`config.mk`:
```
export PLATFORM = sky130hd
export DESIGN_NAME = fifo_trim_ctrl
export DESIGN_NICKNAME = d
export VERILOG_FILES = /design/src/rtl/trim_pkg.sv /design/src/rtl/trim_fill_cmp.sv /design/src/rtl/trim_slew_gate.sv /design/src/rtl/trim_word_acc.sv /design/src/rtl/trim_sticky_flag.sv /design/src/rtl/fifo_trim_ctrl.sv
export SDC_FILE = /design/constraint.sdc
export NUM_CORES = 1
export LEC_CHECK = 0
export BUFFER_PORTS_ARGS = -buffer_cell sky130_fd_sc_hd__clkbuf_2
export CAP_MARGIN = 10
export CORE_MARGIN = 2
export CORE_UTILIZATION = 53
export DETAILED_ROUTE_END_ITERATION = 10
export PLACE_DENSITY = 0.92
export SETUP_SLACK_MARGIN = 0.1
export SLEW_MARGIN = 20
export SYNTH_ARGS = -nofsm -noshare
export SYNTH_HDL_FRONTEND = slang
export SYNTH_SLANG_ARGS = --single-unit
```
`constraint.sdc`:
```
create_clock -name clk -period 5 [get_ports clk]
set_clock_uncertainty 0.2 [all_clocks]
set_input_delay 1 -clock clk [delete_from_list [all_inputs] [get_ports clk]]
set_output_delay 1 -clock clk [all_outputs]
set_load 0.05 [all_outputs]
```
`src/rtl/trim_pkg.sv`:
```
package trim_pkg;
  typedef enum logic [1:0] {
    DIR_HOLD = 2'd0,
    DIR_UP   = 2'd1,
    DIR_DOWN = 2'd2
  } trim_dir_e;
endpackage

```
`src/rtl/trim_fill_cmp.sv`:
```
module trim_fill_cmp
  import trim_pkg::*;
#(
  parameter int DEPTH  = 4096,
  parameter int FILL_W = 13
) (
  input  logic              clk,
  input  logic              rst,
  input  logic [FILL_W-1:0] fill_level,
  input  logic              upd_tick,
  input  logic [FILL_W-1:0] cfg_deadband,
  input  logic [FILL_W-1:0] cfg_near_full,
  input  logic [FILL_W-1:0] cfg_near_empty,
  output trim_dir_e         dir_q,
  output logic              tick_q,
  output logic              in_band_q,
  output logic              above_q,
  output logic              below_q
);
  localparam logic [FILL_W:0] TARGET = (FILL_W+1)'(DEPTH / 2);

  logic [FILL_W:0] fill_x;
  logic [FILL_W:0] upper_edge;
  logic [FILL_W:0] fill_plus_db;
  logic            want_up;
  logic            want_down;
  trim_dir_e       dir_d;

  always_comb begin
    fill_x       = {1'b0, fill_level};
    upper_edge   = TARGET + {1'b0, cfg_deadband};
    fill_plus_db = fill_x + {1'b0, cfg_deadband};
    want_up      = fill_x > upper_edge;
    want_down    = fill_plus_db < TARGET;
    if (want_up)        dir_d = DIR_UP;
    else if (want_down) dir_d = DIR_DOWN;
    else                dir_d = DIR_HOLD;
  end

  always_ff @(posedge clk) begin
    if (rst) begin
      dir_q     <= DIR_HOLD;
      tick_q    <= 1'b0;
      in_band_q <= 1'b0;
      above_q   <= 1'b0;
      below_q   <= 1'b0;
    end else begin
      dir_q     <= dir_d;
      tick_q    <= upd_tick;
      in_band_q <= !want_up && !want_down;
      above_q   <= fill_level > cfg_near_full;
      below_q   <= fill_level < cfg_near_empty;
    end
  end

  // a registered in-band result never coexists with a step direction
  a_r2_band_no_dir: assert property (@(posedge clk) disable iff (rst)
    in_band_q |-> (dir_q == DIR_HOLD));
endmodule

```
`src/rtl/trim_slew_gate.sv`:
```
module trim_slew_gate #(
  parameter int IVL_W = 26
) (
  input  logic             clk,
  input  logic             rst,
  input  logic [IVL_W-1:0] cfg_interval,
  input  logic             stepped,
  output logic             open
);
  logic [IVL_W-1:0] cnt;

  always_ff @(posedge clk) begin
    if (rst)               cnt <= '0;
    else if (stepped)      cnt <= cfg_interval;
    else if (cnt != '0)    cnt <= cnt - 1'b1;
  end

  assign open = (cnt == '0);

  // the spacing count only runs down between steps
  a_r6_count_down: assert property (@(posedge clk) disable iff (rst)
    (!stepped && cnt != '0) |=> (cnt == $past(cnt) - 1'b1));
endmodule

```
`src/rtl/trim_word_acc.sv`:
```
module trim_word_acc
  import trim_pkg::*;
#(
  parameter int CW_W = 10
) (
  input  logic            clk,
  input  logic            rst,
  input  logic [CW_W-1:0] cfg_mid,
  input  logic            tick_q,
  input  logic            open,
  input  trim_dir_e       dir_q,
  output logic            stepped,
  output logic [CW_W-1:0] word
);
  localparam logic [CW_W-1:0] TOP = '1;

  logic go_up;
  logic go_down;

  always_comb begin
    go_up   = tick_q && open && (dir_q == DIR_UP)   && (word != TOP);
    go_down = tick_q && open && (dir_q == DIR_DOWN) && (word != '0);
    stepped = go_up || go_down;
  end

  always_ff @(posedge clk) begin
    if (rst)          word <= cfg_mid;
    else if (go_up)   word <= word + 1'b1;
    else if (go_down) word <= word - 1'b1;
  end

  // one LSB at most per edge
  a_r12_unit_step: assert property (@(posedge clk) disable iff (rst)
    1'b1 |=> (word == $past(word) || word == $past(word) + 1 || word == $past(word) - 1));
  // top rail holds
  a_r7_no_wrap_high: assert property (@(posedge clk) disable iff (rst)
    (word == TOP) |=> (word != '0));
  // bottom rail holds
  a_r8_no_wrap_low: assert property (@(posedge clk) disable iff (rst)
    (word == '0) |=> (word != TOP));
endmodule

```
`src/rtl/trim_sticky_flag.sv`:
```
module trim_sticky_flag (
  input  logic clk,
  input  logic rst,
  input  logic set_cond,
  input  logic clr,
  output logic flag
);
  always_ff @(posedge clk) begin
    if (rst) flag <= 1'b0;
    else     flag <= set_cond || (flag && !clr);
  end

  // a set flag persists without a clear
  a_r9_hold: assert property (@(posedge clk) disable iff (rst)
    (flag && !clr) |=> flag);
  // setting wins over clearing
  a_r11_set_wins: assert property (@(posedge clk) disable iff (rst)
    set_cond |=> flag);
endmodule

```
`src/rtl/fifo_trim_ctrl.sv`:
```
module fifo_trim_ctrl
  import trim_pkg::*;
#(
  parameter int DEPTH  = 4096,
  parameter int FILL_W = $clog2(DEPTH) + 1,
  parameter int CW_W   = 10,
  parameter int IVL_W  = 26
) (
  input  logic              clk,
  input  logic              rst,
  input  logic [FILL_W-1:0] fill_level,
  input  logic              upd_tick,
  input  logic [CW_W-1:0]   cfg_mid,
  input  logic [FILL_W-1:0] cfg_deadband,
  input  logic [IVL_W-1:0]  cfg_interval,
  input  logic [FILL_W-1:0] cfg_near_full,
  input  logic [FILL_W-1:0] cfg_near_empty,
  input  logic              clr_full_flag,
  input  logic              clr_empty_flag,
  output logic [CW_W-1:0]   trim_word,
  output logic              near_full_flag,
  output logic              near_empty_flag,
  output logic              fill_in_band
);
  trim_dir_e dir_q;
  logic      tick_q;
  logic      above_q;
  logic      below_q;
  logic      open;
  logic      stepped;

  trim_fill_cmp #(.DEPTH(DEPTH), .FILL_W(FILL_W)) u_cmp (
    .clk(clk), .rst(rst), .fill_level(fill_level), .upd_tick(upd_tick),
    .cfg_deadband(cfg_deadband), .cfg_near_full(cfg_near_full),
    .cfg_near_empty(cfg_near_empty), .dir_q(dir_q), .tick_q(tick_q),
    .in_band_q(fill_in_band), .above_q(above_q), .below_q(below_q)
  );

  trim_slew_gate #(.IVL_W(IVL_W)) u_gate (
    .clk(clk), .rst(rst), .cfg_interval(cfg_interval),
    .stepped(stepped), .open(open)
  );

  trim_word_acc #(.CW_W(CW_W)) u_acc (
    .clk(clk), .rst(rst), .cfg_mid(cfg_mid), .tick_q(tick_q), .open(open),
    .dir_q(dir_q), .stepped(stepped), .word(trim_word)
  );

  trim_sticky_flag u_full (
    .clk(clk), .rst(rst), .set_cond(above_q), .clr(clr_full_flag),
    .flag(near_full_flag)
  );

  trim_sticky_flag u_empty (
    .clk(clk), .rst(rst), .set_cond(below_q), .clr(clr_empty_flag),
    .flag(near_empty_flag)
  );

  // Port-level checks on spacing and strobe dependence
  logic [CW_W-1:0]  word_d;
  logic             word_chg;
  logic [IVL_W:0]   since;
  logic             armed;

  always_ff @(posedge clk) word_d <= trim_word;
  assign word_chg = (trim_word != word_d);

  always_ff @(posedge clk) begin
    if (rst) begin
      since <= '0;
      armed <= 1'b0;
    end else if (word_chg) begin
      since <= '0;
      armed <= 1'b1;
    end else if (since != '1) begin
      since <= since + 1'b1;
    end
  end

  // changes spaced by more than the interval
  a_r6_spacing: assert property (@(posedge clk) disable iff (rst)
    (word_chg && armed) |-> (since >= {1'b0, cfg_interval}));
  // a change needs a strobe two edges earlier
  a_r5_tick_only: assert property (@(posedge clk) disable iff (rst)
    (trim_word != $past(trim_word)) |-> $past(upd_tick, 2));
endmodule

```
# Word-level counts from Yosys, hierarchy flattened

Index checks and enable logic that the tools add are counted.

Add/sub/neg operators: 5
$lt $le $gt $ge: 4
Eq/ne operators: 3
Mux-type cells: 7
Reduce and logical (&&, ||, !) cells: 21

Operators with widths:

| cell                                                         | number |
|---|---|
| two-way mux 26 bit                                           | 2 |
| two-way mux 10 bit                                           | 3 |
| zero test 26 bit                                             | 1 |
| nonzero test 26 bit                                          | 1 |
| subtractor 26 x 1 -> 26 bit, second input constant           | 1 |
| adder 12 x 13 -> 14 bit, first input constant                | 1 |
| adder 13 x 13 -> 14 bit                                      | 1 |
| > comparator 13 x 14 -> 1 bit                                | 1 |
| less-than comparator 14 x 12 -> 1 bit, second input constant | 1 |
| > comparator 13 bit                                          | 1 |
| less-than comparator 13 bit                                  | 1 |
| adder 10 x 1 -> 10 bit, second input constant                | 1 |
| inequality test 10 bit, second input constant                | 1 |
| nonzero test 10 bit                                          | 1 |
| subtractor 10 x 1 -> 10 bit, second input constant           | 1 |
| logical AND 1 bit                                            | 8 |
| zero test 1 bit                                              | 4 |
| logical OR 1 bit                                             | 3 |
| nonzero test 3 bit                                           | 1 |
| equality test 2 x 1 -> 1 bit, second input constant          | 1 |
| equality test 2 bit, second input constant                   | 1 |
| two-way mux 2 bit                                            | 1 |
| nonzero test 2 bit                                           | 1 |
| OR reduction 2 bit                                           | 1 |
| two-way mux 1 bit                                            | 1 |

Register bits after elaboration: 44
Input port bits: 93
Output and inout bits: 13
Word-level logic and storage cells: 50

# Longest topological paths before layout

Word-level depth: 7
Depth in mapped cells: 13
Gate-level depth less buffers: 13

# Hierarchy

A second synthesis with hierarchy kept.

Cell total of the unflattened synthesis: 465
Area, all modules: 3858.7 sq um

Modules (own cells, without submodules):

| module           | instances | cells each | area each (sq um) | sequential area each (sq um) |
|---|---|---|---|---|
| trim_slew_gate   | 1         | 187        | 1521.5            | 520.5 |
| trim_fill_cmp    | 1         | 178        | 1391.3            | 120.1 |
| trim_word_acc    | 1         | 92         | 868.3             | 300.3 |
| trim_sticky_flag | 2         | 4          | 38.8              | 20.0 |

# Worst setup path after synthesis

OpenSTA, ideal clock, no wires.

Path type: flip-flop to flip-flop
Start point: register u_gate.cnt[2]
End point: register u_acc.word[9], data pin
Setup time: 0.265 ns
Arrival time: 3.476 ns
Required time: 4.535 ns
Setup slack: 1.059 ns
Cell stages (with the launch flop): 11
Buffers on the path: 0
Clock period less this slack: 3.941 ns
Cell sequence: dfxtp_1 > nor4_1 > nand4_1 > or4_1 > ha_1 > a211oi_1 > nor2_1 > o41ai_1 > o21ai_0 > xnor2_1 > o21ai_1

Word-level cells in the longest chain between the ends: 6

Ends and longest elaborated chain:

| what                           | RTL line             | source |
|---|---|---|
| from (decl)                    | trim_slew_gate.sv:10 | `logic [IVL_W-1:0] cnt;` |
| from (signal assigned)         | trim_slew_gate.sv:14 | `else if (stepped) cnt <= cfg_interval;` |
| from (signal assigned)         | trim_slew_gate.sv:15 | `else if (cnt != '0) cnt <= cnt - 1'b1;` |
| zero test 26 bit               | trim_slew_gate.sv:18 | `assign open = (cnt == '0);` |
| logical AND 1 bit (3 in a row) | trim_word_acc.sv:21  | `go_up = tick_q && open && (dir_q == DIR_UP) && (word != TOP);` |
| two-way mux 10 bit             | trim_word_acc.sv:28  | `else if (go_up) word <= word + 1'b1;` |
| two-way mux 10 bit             | trim_word_acc.sv:27  | `if (rst) word <= cfg_mid;` |
| to (signal assigned)           | trim_word_acc.sv:27  |  |
| to (signal assigned)           | trim_word_acc.sv:28  |  |
| to (signal assigned)           | trim_word_acc.sv:29  | `else if (go_down) word <= word - 1'b1;` |
| to (decl)                      | trim_word_acc.sv:13  | `output logic [CW_W-1:0] word` |

Every way passes these cells.
A chain may end at the register's enable or synchronous reset.

# Worst setup path after layout

Start point: register u_gate.cnt[8]
End point: register u_acc.word[9], data pin

Same word-level chain as after synthesis.

==> flow_metrics.env <==
export IMPL_clock_latency_ns=0.30
export IMPL_cts_max_path_buffers=2
export IMPL_setup_viol=0
export IMPL_n_antenna_cell=0
export IMPL_die_w_um=87.4
export IMPL_startpoint_type="flip-flop"
export IMPL_ys_ff_latch=44
export IMPL_hold_path_class="reg2reg"
export IMPL_tightest_slew_ns=0.890
export IMPL_ios=106
export IMPL_swShare=0.457
export IMPL_hpwl_um=7580
export IMPL_grt_pass1_wl_um=15900
export IMPL_core_area_um2=6760
export IMPL_synth_edf_count=10
export IMPL_vias=3733
export IMPL_cpPeakStageDelay_ns=0.66
export IMPL_hold_viol=0
export IMPL_cp_common_cell="or4_1"
export IMPL_crit_family="simple AND/OR/NAND/NOR gates"
export IMPL_endpoint_kind="flip-flop"
export IMPL_cpMaxStageDelayCell="or4_1"
export IMPL_fp_dieH_um=87.4
export IMPL_cp_cell_sequence="or4_1 -> or4b_4 -> or4_1 -> ha_1 -> a211oi_1 -> nor2_1 -> o41ai_1 -> o21ai_0 -> xnor2_1 -> o21ai_1"
export IMPL_drive_above_1_share=0.227
export IMPL_critPathBufInv=0
export IMPL_via_per_inst=5.92
export IMPL_final_util=0.651
export IMPL_grt_max_degree=46
export IMPL_slew_headroom=0.399
export IMPL_clk_transition_reported_paths_ns=0.09
export IMPL_multi_input_area_um2=2450
export IMPL_die_area_um2=7640
export IMPL_cts_setup_buffers=0
export IMPL_cts_tree="done"
export IMPL_wl_per_cell_um=15.2
export IMPL_drtIter0Drc=358
export IMPL_yosysWarningCount=0
export IMPL_fmax_mhz=229
export IMPL_route_met2_wl_um=4790
export IMPL_p_comb_frac=0.557
export IMPL_cp_max_fo=9
export IMPL_highest_layer="met4"
export IMPL_grt_overflow_total=0
export IMPL_ys_flop_type="dfxtp_1"
export IMPL_htreeDepth=2
export IMPL_numPortBuffers=105
export IMPL_syn_to_final_growth_pct=19.2
export IMPL_drt_antenna_violating_nets=0
export IMPL_seq_area_um2=981
export IMPL_cp_arrival_ns=4.20
export IMPL_rsz0062_at_grt="false"
export IMPL_nets=705
export IMPL_crit_required_ns=4.83
export IMPL_firstDrtPassIters=5
export IMPL_min_period_ns=4.37
export IMPL_clock_sinks=44
export IMPL_fill_cells=584
export IMPL_synthCells=446
export IMPL_ys_seq_area_frac=0.266
export IMPL_grt_pass1_vias=3702
export IMPL_p_seq_frac=0.304
export IMPL_critPathKind="reg2reg"
export IMPL_synth_async_reset_ratio=0
export IMPL_period_share=0.873
export IMPL_syn_avg_cell_area_um2=8.27
export IMPL_cts_repair_resized=0
export IMPL_power_w=0.00197
export IMPL_gp_congestion=0.850
export IMPL_synth_distinct_cells=55
export IMPL_power_density_nw_per_um2=447
export IMPL_syn_area_um2=3690
export IMPL_root_buffer="clkbuf_8"
export IMPL_grt_util_all_layers=0.258
export IMPL_clkPwrFrac=0.139
export IMPL_status="completed"
export IMPL_p_leak_nw=2.21
export IMPL_antenna_found_initial=0
export IMPL_power_switching_w=0.000898
export IMPL_final_common_cell="clkbuf_2"
export IMPL_hold_buffers=0
export IMPL_wl_met3_um=623
export IMPL_drc=0
export IMPL_layout_common_cells="clkbuf_2, ha_1, inv_1, a21oi_1, dfxtp_1"
export IMPL_routed_wl_um=9610
export IMPL_synth_fp_nets=601
export IMPL_wl_met1_um=3860
export IMPL_num_rows=30
export IMPL_maxSlewViolCount=0
export IMPL_p_int_w=0.00107
export IMPL_ir_drop_mv=0.239
export IMPL_max_cap_viol_count=0
export IMPL_cts_buffers=5
export IMPL_start_util=0.546
export IMPL_tns_ns=0
-- stage by stage --
| step | setup WS (ns) | cell area, um^2 | instances | hold WS, ns |
|---|---|---|---|---|
| after CTS | 0.647 | 4400 | 631 | 0.254 |
| after global routing | 0.412 | 4400 | 631 | 0.261 |
| final | 0.633 | 4400 | 631 | 0.248 |
| after detailed placement | 0.693 | 4280 | 623 | 0.237 |
| after floorplan | 1.06 | 3690 | 446 | 0.213 |
| after global placement | 0.868 | 4280 | 623 | 0.220 |
-- tightest hold or removal path, cell delays in order (launching register included) --
cell and delay [ns]:
dfxtp_1 0.32, a21oi_1 0.04, nor2_1 0.06
-- kinds of logic (layout without fill, tap and decap cells) --
| kind of cell | Yosys count | count (layout) | synth area share |
|---|---|---|---|
| and+or+nand+nor | 146 | 146 | 0.204 |
| AOI/OAI and AO/OA | 104 | 104 | 0.184 |
| buffers and inverters | 63 | 168 | 0.0685 |
| adders and majority gates | 62 | 62 | 0.212 |
| DFF | 44 | 44 | 0.266 |
| xor gates and xnor gates | 24 | 24 | 0.0570 |
| muxes | 3 | 3 | 0.00814 |
-- cells in the mapped netlist (7+ instances only) --
| library cell | count | area, um^2 |
|---|---|---|
| o21a_1 | 8 | 60.1 |
| nor4_1 | 11 | 68.8 |
| nand3_1 | 14 | 70.1 |
| xnor2_1 | 11 | 96.3 |
| nor3_1 | 17 | 85.1 |
| a21oi_1 | 38 | 190 |
| edfxtp_1 | 10 | 300 |
| dfxtp_1 | 34 | 681 |
| o21ai_0 | 14 | 70.1 |
| nor2_1 | 31 | 116 |
| inv_1 | 51 | 191 |
| ha_1 | 61 | 763 |
| nand2_1 | 33 | 124 |
| xor2_1 | 13 | 114 |
| a21o_1 | 7 | 52.6 |
| nor2b_1 | 8 | 50.1 |
| a22oi_1 | 10 | 75.1 |
-- routing by layer --
metal  vias to the layer above  GRT usage
li1                       1809          -
met1                      1719      0.301
met2                       165      0.475
met3                        40     0.0370
met4                         0     0.0937
met5                         -          0
-- area by class of cell --
| class | count | share of cell area |
|---|---|---|
| multi-input combinational | 339 | 0.558 |
| sequential | 44 | 0.223 |
| timing repair buffer | 108 | 0.125 |
| inverter | 52 | 0.0444 |
| clock buffer | 7 | 0.0245 |
| tap | 80 | 0.0228 |
| clock inverter | 1 | 0.00199 |
-- power by group through the flow --
stage	combinational [W]	sequential (W)	clock, W
2_1_floorplan	0.000787	0.000609	0
3_3_place_gp	0.00100	0.000585	0
3_5_place_dp	0.00106	0.000596	0
4_1_cts	0.00107	0.000593	0.000274
5_1_grt	0.00121	0.000610	0.000288
6_report	0.00109	0.000598	0.000273
-- worst paths after layout --
path                       from            end  slack, ns  depth (start not counted)
setup / recovery  u_gate.cnt[8]  u_acc.word[9]       0.63                         10
hold / removal    u_cmp.above_q    u_full.flag       0.25                          2
setup reg to reg  u_gate.cnt[8]  u_acc.word[9]       0.63                         10
hold reg to reg   u_cmp.above_q    u_full.flag       0.25                          2
-- state kept, by name (all words and copies together), names as in the netlist --
register and flops:
u_cmp.above_q 1, u_full.flag 1, u_gate.cnt 26, u_acc.word 10, u_cmp.tick_q 1, u_cmp.in_band_q 1
u_cmp.below_q 1, u_empty.flag 1, u_cmp.dir_q 2
Power figures use the tool's default switching activity.
